$ cat config.mk
export PLATFORM = sky130hd
export DESIGN_NAME = rtr_contention_core
export DESIGN_NICKNAME = d
export VERILOG_FILES = /design/src/rtl/rtr_pkg.sv /design/src/rtl/rtr_dest.sv /design/src/rtl/rtr_side_arb.sv /design/src/rtl/rtr_fifo.sv /design/src/rtl/rtr_contention_core.sv
export SDC_FILE = /design/constraint.sdc
export NUM_CORES = 1
export LEC_CHECK = 0
export BUFFER_PORTS_ARGS = -buffer_cell sky130_fd_sc_hd__buf_2
export CORE_MARGIN = 2
export CORE_UTILIZATION = 64
export CTS_CLUSTER_SIZE = 40
export DETAILED_ROUTE_END_ITERATION = 10
export PLACE_DENSITY = 0.86
export SLEW_MARGIN = 5
export SYNTH_ARGS = -nofsm -noshare
export SYNTH_HDL_FRONTEND = slang
export SYNTH_SLANG_ARGS = --single-unit
$ cat constraint.sdc
create_clock -name clk -period 9.5 [get_ports clk]
set_clock_uncertainty 0.2 [all_clocks]
set_input_delay 1.9 -clock clk [delete_from_list [all_inputs] [get_ports clk]]
set_output_delay 1.9 -clock clk [all_outputs]
set_load 0.02 [all_outputs]
$ cat src/rtl/rtr_pkg.sv
package rtr_pkg;
  localparam int NUM_SIDES = 2;
  localparam int NUM_LANES = 4;
  typedef enum logic {Q_UPPER = 1'b0, Q_LOWER = 1'b1} qsel_e;
endpackage

$ cat src/rtl/rtr_dest.sv
module rtr_dest #(
  parameter int MC_N  = 2,
  parameter int CNT_W = 2,
  parameter bit REPL  = 1'b1
) (
  input  logic             bc,
  input  logic             mc,
  input  logic             tag_bit,
  input  logic [CNT_W-1:0] mcnt,
  input  logic [MC_N-1:0]  mbits,
  output logic [1:0]       want
);
  logic [MC_N-1:0] listed;

  for (genvar k = 0; k < MC_N; k++) begin : g_listed
    assign listed[k] = (mcnt > CNT_W'(k));
  end

  // want[0] = upper side, want[1] = lower side
  always_comb begin
    if (bc && REPL) begin
      want = 2'b11;
    end else if (mc) begin
      want = {|(listed & mbits), |(listed & ~mbits)};
    end else begin
      want = {tag_bit, ~tag_bit};
    end
  end
endmodule

$ cat src/rtl/rtr_side_arb.sv
module rtr_side_arb (
  input  logic [1:0] req,
  input  logic [1:0] hi,
  input  logic       pri_ok,
  input  logic       spr_ok,
  output logic       pri_v,
  output logic       pri_src,
  output logic       spr_v,
  output logic       spr_src,
  output logic [1:0] defer,
  output logic       drop
);
  logic both, win;

  always_comb begin
    both    = &req;
    win     = both ? (hi[1] & ~hi[0]) : req[1];
    pri_v   = 1'b0;
    spr_v   = 1'b0;
    pri_src = win;
    spr_src = win;
    defer   = 2'b00;
    drop    = 1'b0;
    if (|req) begin
      if (pri_ok)      pri_v = 1'b1;
      else if (spr_ok) spr_v = 1'b1;
      else             drop  = 1'b1;
    end
    if (both) begin
      if (pri_ok && spr_ok) begin
        spr_v   = 1'b1;
        spr_src = ~win;
      end else begin
        defer[~win] = 1'b1;
      end
    end
  end
endmodule

$ cat src/rtl/rtr_fifo.sv
module rtr_fifo #(
  parameter int W     = 11,
  parameter int DEPTH = 4,
  localparam int PW   = (DEPTH > 1) ? $clog2(DEPTH) : 1,
  localparam int CW   = $clog2(DEPTH + 1)
) (
  input  logic          clk,
  input  logic          rst_n,
  input  logic          wr_a,
  input  logic [W-1:0]  din_a,
  input  logic          wr_b,
  input  logic [W-1:0]  din_b,
  input  logic          rd,
  output logic [W-1:0]  head,
  output logic [CW-1:0] cnt,
  output logic          full,
  output logic          empty
);
  logic [W-1:0]  mem [DEPTH];
  logic [PW-1:0] wp_q, wp_d, wp_b, rp_q, rp_d;
  logic [CW-1:0] cnt_q, cnt_d;
  logic          full_q, empty_q;

  function automatic logic [PW-1:0] step(input logic [PW-1:0] p);
    return (p == PW'(DEPTH - 1)) ? '0 : p + 1'b1;
  endfunction

  always_comb begin
    wp_b  = wr_a ? step(wp_q) : wp_q;
    wp_d  = wp_q;
    if (wr_a) wp_d = wp_b;
    if (wr_b) wp_d = step(wp_b);
    rp_d  = rd ? step(rp_q) : rp_q;
    cnt_d = cnt_q + CW'(wr_a) + CW'(wr_b) - CW'(rd);
  end

  always_ff @(posedge clk) begin
    if (wr_a) mem[wp_q] <= din_a;
    if (wr_b) mem[wp_b] <= din_b;
  end

  always_ff @(posedge clk or negedge rst_n) begin
    if (!rst_n) begin
      wp_q    <= '0;
      rp_q    <= '0;
      cnt_q   <= '0;
      full_q  <= 1'b0;
      empty_q <= 1'b1;
    end else begin
      wp_q    <= wp_d;
      rp_q    <= rp_d;
      cnt_q   <= cnt_d;
      full_q  <= (cnt_d == CW'(DEPTH));
      empty_q <= (cnt_d == '0);
    end
  end

  assign head  = mem[rp_q];
  assign cnt   = cnt_q;
  assign full  = full_q;
  assign empty = empty_q;


  no_overflow_chk: assert property (@(posedge clk) disable iff (!rst_n)
    (wr_a || wr_b) |-> (int'(cnt_q) + int'(wr_a) + int'(wr_b)) <= DEPTH);

  no_underflow_chk: assert property (@(posedge clk) disable iff (!rst_n)
    rd |-> !empty_q);

  wr_order_chk: assert property (@(posedge clk) disable iff (!rst_n)
    wr_b |-> wr_a);
endmodule

$ cat src/rtl/rtr_contention_core.sv
module rtr_contention_core
  import rtr_pkg::*;
#(
  parameter int STAGE  = 1,
  parameter int TAG_W  = 3,
  parameter int ID_W   = 8,
  parameter int DEPTH  = 4,
  parameter int MC_N   = 2,
  localparam int CNT_W = $clog2(MC_N + 1)
) (
  input  logic                    clk,
  input  logic                    rst_n,
  input  logic [1:0]              in_vld,
  input  logic [1:0]              in_hi,
  input  logic [1:0]              in_bc,
  input  logic [1:0]              in_mc,
  input  logic [2*ID_W-1:0]       in_id,
  input  logic [2*TAG_W-1:0]      in_tag,
  input  logic [2*CNT_W-1:0]      in_mcnt,
  input  logic [2*MC_N*TAG_W-1:0] in_mlist,
  input  logic [3:0]              lane_flt,
  output logic [3:0]              out_vld,
  output logic [3:0]              out_hi,
  output logic [4*ID_W-1:0]       out_id,
  output logic                    out_lost
);
  localparam int BIT  = TAG_W - 1 - STAGE;
  localparam bit REPL = (STAGE != 0);
  localparam int EW   = ID_W + 3;
  localparam int CW   = $clog2(DEPTH + 1);

  logic            unused_bits;
  logic [1:0]      want_raw [2];
  logic [1:0]      want     [2];

  logic            q_wa [2], q_wb [2], q_rd [2], q_full [2], q_empty [2];
  logic [EW-1:0]   q_da [2], q_db [2], q_head [2];
  logic [CW-1:0]   q_cnt [2];

  logic            q_any, pop_sel, rs_q, rs_d, ws_q, ws_d, ovf;
  logic [ID_W-1:0] src_id [2];
  logic            src_hi [2];
  logic [1:0]      src_m  [2];

  logic [1:0]      arb_req [2];
  logic            pri_v [2], pri_src [2], spr_v [2], spr_src [2], drop [2];
  logic [1:0]      defer [2];
  logic [1:0]      left  [2];
  logic            cand_v [2];
  logic [EW-1:0]   cand_e [2];

  logic [3:0]        lane_v_d, lane_hi_d, out_vld_q, out_hi_q;
  logic [4*ID_W-1:0] lane_id_d, out_id_q;
  logic              lost_q;

  assign unused_bits = ^{in_tag, in_mlist};

  // destination decode per input port
  for (genvar p = 0; p < 2; p++) begin : g_port
    logic [MC_N-1:0] mb;
    for (genvar k = 0; k < MC_N; k++) begin : g_mb
      assign mb[k] = in_mlist[(p*MC_N + k)*TAG_W + BIT];
    end
    rtr_dest #(.MC_N(MC_N), .CNT_W(CNT_W), .REPL(REPL)) u_dest (
      .bc     (in_bc[p]),
      .mc     (in_mc[p]),
      .tag_bit(in_tag[p*TAG_W + BIT]),
      .mcnt   (in_mcnt[p*CNT_W +: CNT_W]),
      .mbits  (mb),
      .want   (want_raw[p])
    );
    assign want[p] = in_vld[p] ? want_raw[p] : 2'b00;
  end

  // shared queues
  for (genvar q = 0; q < 2; q++) begin : g_q
    rtr_fifo #(.W(EW), .DEPTH(DEPTH)) u_fifo (
      .clk  (clk),
      .rst_n(rst_n),
      .wr_a (q_wa[q]),
      .din_a(q_da[q]),
      .wr_b (q_wb[q]),
      .din_b(q_db[q]),
      .rd   (q_rd[q]),
      .head (q_head[q]),
      .cnt  (q_cnt[q]),
      .full (q_full[q]),
      .empty(q_empty[q])
    );
  end

  // read side: sticky until the current queue runs dry
  always_comb begin
    q_any   = !q_empty[Q_UPPER] || !q_empty[Q_LOWER];
    pop_sel = q_empty[rs_q] ? ~rs_q : rs_q;
    rs_d    = q_any ? pop_sel : rs_q;
    q_rd[0] = q_any && (pop_sel == 1'b0);
    q_rd[1] = q_any && (pop_sel == 1'b1);
  end

  // routing sources: queued head first, arrivals only when both queues empty
  always_comb begin
    if (q_any) begin
      {src_id[0], src_hi[0], src_m[0]} = q_head[pop_sel];
      src_id[1] = '0;
      src_hi[1] = 1'b0;
      src_m[1]  = 2'b00;
    end else begin
      for (int p = 0; p < 2; p++) begin
        src_id[p] = in_id[p*ID_W +: ID_W];
        src_hi[p] = in_hi[p];
        src_m[p]  = want[p];
      end
    end
  end

  // per-side arbitration
  for (genvar s = 0; s < NUM_SIDES; s++) begin : g_side
    assign arb_req[s] = {src_m[1][s], src_m[0][s]};
    rtr_side_arb u_arb (
      .req    (arb_req[s]),
      .hi     ({src_hi[1], src_hi[0]}),
      .pri_ok (!lane_flt[s]),
      .spr_ok (!lane_flt[s+2]),
      .pri_v  (pri_v[s]),
      .pri_src(pri_src[s]),
      .spr_v  (spr_v[s]),
      .spr_src(spr_src[s]),
      .defer  (defer[s]),
      .drop   (drop[s])
    );

    hi_wins_chk: assert property (@(posedge clk) disable iff (!rst_n)
      (arb_req[s] == 2'b11 && (src_hi[0] != src_hi[1]) && !lane_flt[s])
        |-> (pri_v[s] && pri_src[s] == src_hi[1]));
  end

  // lane next values
  always_comb begin
    for (int s = 0; s < NUM_SIDES; s++) begin
      lane_v_d[s]                   = pri_v[s];
      lane_hi_d[s]                  = src_hi[pri_src[s]];
      lane_id_d[s*ID_W +: ID_W]     = src_id[pri_src[s]];
      lane_v_d[s+2]                 = spr_v[s];
      lane_hi_d[s+2]                = src_hi[spr_src[s]];
      lane_id_d[(s+2)*ID_W +: ID_W] = src_id[spr_src[s]];
    end
  end

  // store candidates
  always_comb begin
    for (int p = 0; p < 2; p++) begin
      left[p] = {defer[1][p], defer[0][p]};
      if (q_any) begin
        cand_v[p] = |want[p];
        cand_e[p] = {in_id[p*ID_W +: ID_W], in_hi[p], want[p]};
      end else begin
        cand_v[p] = |left[p];
        cand_e[p] = {src_id[p], src_hi[p], left[p]};
      end
    end
  end

  // store side: sticky until the target queue is full
  always_comb begin : store_sel
    int   fill [2];
    logic tgt;
    logic ok;
    ws_d    = ws_q;
    ovf     = 1'b0;
    fill[0] = int'(q_cnt[0]);
    fill[1] = int'(q_cnt[1]);
    for (int q = 0; q < 2; q++) begin
      q_wa[q] = 1'b0;
      q_wb[q] = 1'b0;
      q_da[q] = '0;
      q_db[q] = '0;
    end
    for (int p = 0; p < 2; p++) begin
      tgt = ws_d;
      ok  = 1'b0;
      if (cand_v[p]) begin
        if (fill[ws_d] < DEPTH) begin
          ok = 1'b1;
        end else if (fill[~ws_d] < DEPTH) begin
          tgt  = ~ws_d;
          ws_d = ~ws_d;
          ok   = 1'b1;
        end else begin
          ovf = 1'b1;
        end
      end
      if (ok) begin
        if (!q_wa[tgt]) begin
          q_wa[tgt] = 1'b1;
          q_da[tgt] = cand_e[p];
        end else begin
          q_wb[tgt] = 1'b1;
          q_db[tgt] = cand_e[p];
        end
        fill[tgt] = fill[tgt] + 1;
      end
    end
  end

  always_ff @(posedge clk or negedge rst_n) begin
    if (!rst_n) begin
      ws_q      <= Q_UPPER;
      rs_q      <= Q_UPPER;
      out_vld_q <= '0;
      out_hi_q  <= '0;
      out_id_q  <= '0;
      lost_q    <= 1'b0;
    end else begin
      ws_q      <= ws_d;
      rs_q      <= rs_d;
      out_vld_q <= lane_v_d;
      out_hi_q  <= lane_hi_d;
      out_id_q  <= lane_id_d;
      lost_q    <= ovf | drop[0] | drop[1];
    end
  end

  assign out_vld  = out_vld_q;
  assign out_hi   = out_hi_q;
  assign out_id   = out_id_q;
  assign out_lost = lost_q;

  for (genvar i = 0; i < NUM_LANES; i++) begin : g_lane_chk

    flt_lane_chk: assert property (@(posedge clk) disable iff (!rst_n)
      lane_flt[i] |=> !out_vld[i]);
  end
endmodule

==> results of run 1 <==
## routing by layer
metal	wire length [um]	vias to the layer above
li1	-	2766
met1	7880	3138
met2	10900	499
met3	2700	87
met4	811	0
met5	0	-
## Yosys cell counts (7+ instances only)
cell / count
edfxtp_1: 88
dfrtp_1: 57
nand2_1: 53
mux2_2: 47
a32o_1: 36
inv_1: 36
a22o_1: 32
clkbuf_1: 24
ha_1: 24
nor2_1: 24
mux4_2: 21
buf_1: 15
a21o_1: 14
o21ai_0: 14
nand3_1: 13
o22ai_1: 13
a21oi_1: 12
nor3_1: 11
a31oi_1: 10
nand4_1: 8
and3_1: 7
## cells by family after synthesis
logic type | share of synthesized area [%]
AO/OA/AOI/OAI | 19.8
XOR/XNOR | 0.530
adder cells (fa/ha/maj) | 4.60
buffers and inverters | 3.74
flip-flops | 49.9
multiplexers | 12.8
AND/OR/NAND/NOR | 8.59
## through the flow
stage          util [%]  total power, mW
5_1_grt            74.0             3.87
6_report           74.0             3.68
3_5_place_dp       69.3             2.97
2_1_floorplan         -             2.48
4_1_cts            74.0             3.65
3_3_place_gp       69.3             2.86
## power by group
group | total, mW | switching, mW | internal (mW) | leakage [nW]
clock network | 0.672 | 0.272 | 0.400 | 0.285
registers | 1.20 | 0.175 | 1.03 | 1.51
logic | 1.81 | 1.07 | 0.740 | 1.88
## layout make-up
cell class	count	share of cell area [%]
inverter	36	1.45
multi-input combinational	445	41.0
timing repair buffer	86	4.77
clock buffer	23	5.36
sequential	147	44.1
clock inverter	9	0.938
tap	172	2.31
## sequential cells by signal (all words and copies together) (netlist names)
name              cells
ws_q                  1
out_id               32
out_lost              1
rs_q                  1
out_hi                4
g_q.u_fifo.wp_q       4
g_q.u_fifo.cnt        6
g_q.u_fifo.rp_q       4
g_q.u_fifo.empty      2
out_vld               4
g_q.u_fifo.mem       88
## final timing paths
path                                        from                 endpoint  slack (ns)  depth (start not counted)
max in group asynchronous                  rst_n               out_id[27]        7.16                          2
min in group asynchronous                  rst_n    g_q[1].u_fifo.wp_q[0]        1.43                          2
min                        g_q[1].u_fifo.wp_q[0]    g_q[1].u_fifo.wp_q[0]        0.37                          1
min reg2reg                g_q[1].u_fifo.wp_q[0]    g_q[1].u_fifo.wp_q[0]        0.37                          1
max                                    in_tag[4]  g_q[1].u_fifo.mem[3][4]        2.50                         21
max reg2reg                  g_q[0].u_fifo.empty  g_q[1].u_fifo.mem[0][0]        2.69                         20
## critical path: stages
cell and delay [ns]:
buf_2 0.10, nor2b_1 0.12, o21ai_0 0.41, nand2_1 0.37
nand2_1 0.23, a21oi_1 0.06, buf_4 0.22, ha_1 0.24
inv_1 0.07, a221oi_2 0.04, a311oi_1 0.26, buf_4 0.25
or3_1 0.29, nand3_2 0.28, nand2_1 0.31, inv_1 0.11
o21ai_0 0.25, ha_1 0.33, inv_1 0.12, nor3_1 0.39
a21o_1 0.50
==> flow_summary.toml, run 1 <==
[hold_path]
min_path_type = "reg2reg"

[global_routing]
antenna_found_initial = 0
grtUsageMet2_pct = 53.6
grt_pass1_vias = 6511
grt_pass1_wl_um = 35100
grt_usage_pct = 33.0
grt_overflow = 0
grtUsageMet3_pct = 7.61
grt-busiest-layer = "met2"
grt_use_met1_pct = 42.3
grt_max_degree = 60

[setup_path]
critical_path_required_ns = 9.37
cp_max_fo = 11
cp-end-kind = "flip-flop"
cp-start-kind = "input port"
path_class = "in2reg"
critPathArrivalTime_ns = 6.87

[floorplan]
dieArea_um2 = 13800
rows = 41
io_pins = 93
core_um2 = 12600
die_x_um = 118
start_util_pct = 65.5
die_h_um = 118

[synthesis]
synthesis.nets = 752
synth_area_per_cell_um2 = 12.3
synth_edf_count = 88
synth_cells = 672
synth_seq_cells = 147
yosysWarnings = 0
synthTopCellsByArea = "edfxtp_1, dfrtp_1, mux2_2, mux4_2, a32o_1"
synthArstFlopShare_pct = 40.1
synth_area_leader_cell = "edfxtp_1"
yosys.area.top_type_share_pct = 32.0
synth_cell_types = 74
synth_flop_cell = "edfxtp_1"
netlist_area_um2 = 8260
ys_seq_area_share_pct = 49.9

[cts]
clk_pin_slew_ns = 0.06
numCtsBuffers = 17
cts-root-buf = "clkbuf_16"
holdBufCountCts = 0
cts_setup_buffers = 0
worstSkewPairLatency_ns = 0.43
h-tree-depth = 4
cts_resized = 0
cts_tree = "yes"
cts_buffer_depth = 2
cts.sinks = 147

[cells_and_area]
num_antenna_cells = 0
layout_common_cells = "edfxtp_1, buf_2, dfrtp_1"
final_net_count = 813
n_fill_cell = 808
drive_gt1_share_pct = 28.0
seq_area_um2 = 4120
layout.cells.non_filler = 918
area_growth_pct = 13.0
final_common_cell = "edfxtp_1"
multi_input_area_um2 = 3830
fin_area_um2 = 9340

[routing]
wl_per_cell_um = 24.3
vias_per_cell = 7.07
num_vias = 6490
ant_nets = 0
dr.first_iter.drc_count = 851
route.detailed.drc = 0
dr.pass1.iters = 5
wirelength_um = 22300

[place]
placed_cells = 886
placed_area_um2 = 8750
post-place-ws_ns = 2.23
io_buffers = 80
gp_congestion = 0.986
place_hpwl_um = 14800

[timing]
whs_ns = 0.367
period_share_pct = 73.7
fin_setup_tns_ns = 0
layout_min_cycle_time_ns = 7.00
worst_slew_pin_slew_ns = 0.907
rsz0062_at_grt = "no"
fmax_mhz = 143
setup_viol = 0
slew_violations = 0
postLayoutSetupSlackWorst_ns = 2.50
maxSlewHeadroom_pct = 39.6
finalHoldViolations = 0

[pwr]
max-vdd-ir-drop_v = 0.000263
power_per_cell_area_nw_per_um2 = 395
leakage_nw = 3.68

[status]
status = "finished, final reports clean"

[job]
drv_cap = 0
(Power assumes the default switching activity.)
==> inputs of run 2 (changes only) <==
--- a/config.mk
+++ b/config.mk
@@ -7,10 +7,10 @@
 export LEC_CHECK = 0
 export BUFFER_PORTS_ARGS = -buffer_cell sky130_fd_sc_hd__buf_2
 export CORE_MARGIN = 2
-export CORE_UTILIZATION = 64
+export CORE_UTILIZATION = 59
 export CTS_CLUSTER_SIZE = 40
 export DETAILED_ROUTE_END_ITERATION = 10
-export PLACE_DENSITY = 0.86
+export PLACE_DENSITY = 0.8
 export SLEW_MARGIN = 5
 export SYNTH_ARGS = -nofsm -noshare
 export SYNTH_HDL_FRONTEND = slang
==> constraint.sdc (replaced) <==
create_clock -name clk -period 6.73 [get_ports clk]
set_clock_uncertainty 0.2 [all_clocks]
set_input_delay 1.346 -clock clk [delete_from_list [all_inputs] [get_ports clk]]
set_output_delay 1.346 -clock clk [all_outputs]
set_load 0.02 [all_outputs]
==> flow_summary.toml, run 2 (synthesis gave the netlist of run 1 again) <==
[status]
status = "finished, final reports clean"

[timing]
fmax_mhz = 166
period_share_pct = 89.4
setup_viol = 0
slew_violations = 0
maxSlewHeadroom_pct = 40.7
fin_setup_tns_ns = 0
rsz0062_at_grt = "no"
finalHoldViolations = 0
layout_min_cycle_time_ns = 6.02
whs_ns = 0.384
worst_slew_pin_slew_ns = 0.883

[pwr]
clkPwrFrac_pct = 17.9
power_per_cell_area_nw_per_um2 = 558
seqPwrFrac_pct = 31.5
leakage_nw = 3.75
p_total_mw = 5.28
cell_internal_pwr_mw = 3.09
p_comb_share_pct = 50.5
p_sw_mw = 2.19
max-vdd-ir-drop_v = 0.000333
swShare_pct = 41.5

[cells_and_area]
area_growth_pct = 14.6
regMostFlops = "g_q.u_fifo.mem"
layout_common_cells = "edfxtp_1, buf_2, dfrtp_1"
drive_gt1_share_pct = 29.7
final_net_count = 829
final_common_cell = "edfxtp_1"
largest_reg_flops = 88
num_antenna_cells = 0
fin_area_um2 = 9460

[routing]
route.detailed.drc = 0
num_vias = 6487
dr.pass1.iters = 5
ant_nets = 0
wl_per_cell_um = 24.7
dr.first_iter.drc_count = 746
wirelength_um = 23300
vias_per_cell = 6.89

[floorplan]
core_um2 = 13800
start_util_pct = 60.0
rows = 43
io_pins = 93
die_h_um = 122
dieArea_um2 = 15000
die_x_um = 122

[global_routing]
grt_max_degree = 60
grt_pass1_vias = 6430
grt_usage_pct = 32.7
grt_pass1_wl_um = 36100
grt_overflow = 0
antenna_found_initial = 0

[place]
io_buffers = 80
place_hpwl_um = 15600
gp_congestion = 0.936
placed_area_um2 = 8880

[setup_path]
critical_path_required_ns = 6.59
critPathArrivalTime_ns = 5.88
slowest_stage = "a311oi_1"
cp_num_buf_inv = 5
cp-start-kind = "flip-flop"
max_stage_delay_ns = 0.71
crit_top_cell = "inv_1"
r2r-start = "g_q[0].u_fifo.empty"
path_delay_family = "compound AO/OA/AOI/OAI gates"
timing.rr.end = "g_q[1].u_fifo.mem[3][4]"
r2r_setup_slack_ns = 0.71
cp_max_fo = 17
path_class = "reg2reg"
cp-end-kind = "flip-flop"
ff2ff_path_depth = 21
crit_chain = "or2_1 -> buf_4 -> nand2_2 -> buf_4 -> o22ai_1 -> a31oi_1 -> nand2b_1 -> a21oi_1 -> ha_1 -> inv_1 -> a221oi_2 -> a311oi_1 -> or3_1 -> nand3_2 -> nand2_1 -> inv_1 -> o21ai_0 -> ha_1 -> inv_1 -> nor3_1 -> a21o_1"

[cts]
clk_pin_slew_ns = 0.06
cts_setup_buffers = 0
numCtsBuffers = 17
cts_tree = "yes"
worstSkewPairLatency_ns = 0.43
cts.sinks = 147
cts-root-buf = "clkbuf_16"
cts_resized = 0
cts_buffer_depth = 2
holdBufCountCts = 0
h-tree-depth = 4

[job]
drv_cap = 0

[hold_path]
min_path_type = "reg2reg"
worst_hold_startpoint = "rs_q"
whs_path_depth = 2
worst_hold_path.endpoint = "rs_q"
run 2: changes by cell type in the layout (fill, tap and decap cells not counted):
cell,change
buf_4,+16
clkinv_4,+3
clkbuf_1,-1
clkbuf_16,-1
clkinv_2,-1
clkinvlp_4,-1
inv_4,-1
inv_6,+1
inv_8,+1
run 2: final cells by class:
| class | count | area (um^2) |
|---|---|---|
| sequential | 147 | 4120 |
| timing repair buffer | 102 | 566 |
| multi-input combinational | 445 | 3830 |
| clock buffer | 21 | 472 |
| tap | 180 | 225 |
| clock inverter | 11 | 115 |
| inverter | 36 | 135 |
| fill | 987 | 4310 |
run 2: power by group through the flow:
stage	Clock [mW]	Combinational [mW]	Sequential, mW
floorplan	0	1.77	1.73
global placement	0	2.48	1.65
detailed placement	0	2.60	1.68
CTS	0.953	2.63	1.66
global route	0.988	2.87	1.70
finish	0.947	2.67	1.67
run 2: per-layer routing:
metal	track usage (%)	up-vias	share of wire (%)
li1	-	2804	-
met1	43.9	3182	38
met2	51.5	436	48
met3	7.02	65	11
met4	14.2	0	2.8
met5	0	-	0
run 2: worst max path at each step:
stage | start | end | slack [ns] | cells after the start
2_1_floorplan | in_bc[0] | g_q[1].u_fifo.mem[2][0] | 0.94 | 19
6_report | g_q[0].u_fifo.empty | g_q[1].u_fifo.mem[3][4] | 0.71 | 21
3_5_place_dp | in_bc[0] | g_q[1].u_fifo.mem[0][6] | 0.48 | 17
4_1_cts | g_q[0].u_fifo.empty | g_q[1].u_fifo.mem[2][4] | 0.83 | 21
5_1_grt | g_q[0].u_fifo.empty | g_q[1].u_fifo.mem[3][4] | 0.25 | 21
3_3_place_gp | in_bc[0] | g_q[1].u_fifo.mem[1][6] | 0.60 | 17
run 2: worst reg2reg max path: stages, from the launching register on:
cell and delay [ns]:
dfstp_2 0.51, or2_1 0.29, buf_4 0.19, nand2_2 0.08, buf_4 0.22, o22ai_1 0.10, a31oi_1 0.29, nand2b_1 0.23
a21oi_1 0.11, ha_1 0.24, inv_1 0.07, a221oi_2 0.04, a311oi_1 0.71, or3_1 0.38, nand3_2 0.13, nand2_1 0.25
inv_1 0.12, o21ai_0 0.27, ha_1 0.31, inv_1 0.12, nor3_1 0.28, a21o_1 0.50
run 2: per-stage QoR:
step / util [%] / worst slack [ns] / cells
after floorplan: - / 0.936 / 672
after global placement: 64.5 / 0.597 / 910
after detailed placement: 64.5 / 0.478 / 910
after CTS: 68.7 / 0.834 / 942
after global routing: 68.7 / 0.249 / 942
final: 68.7 / 0.713 / 942
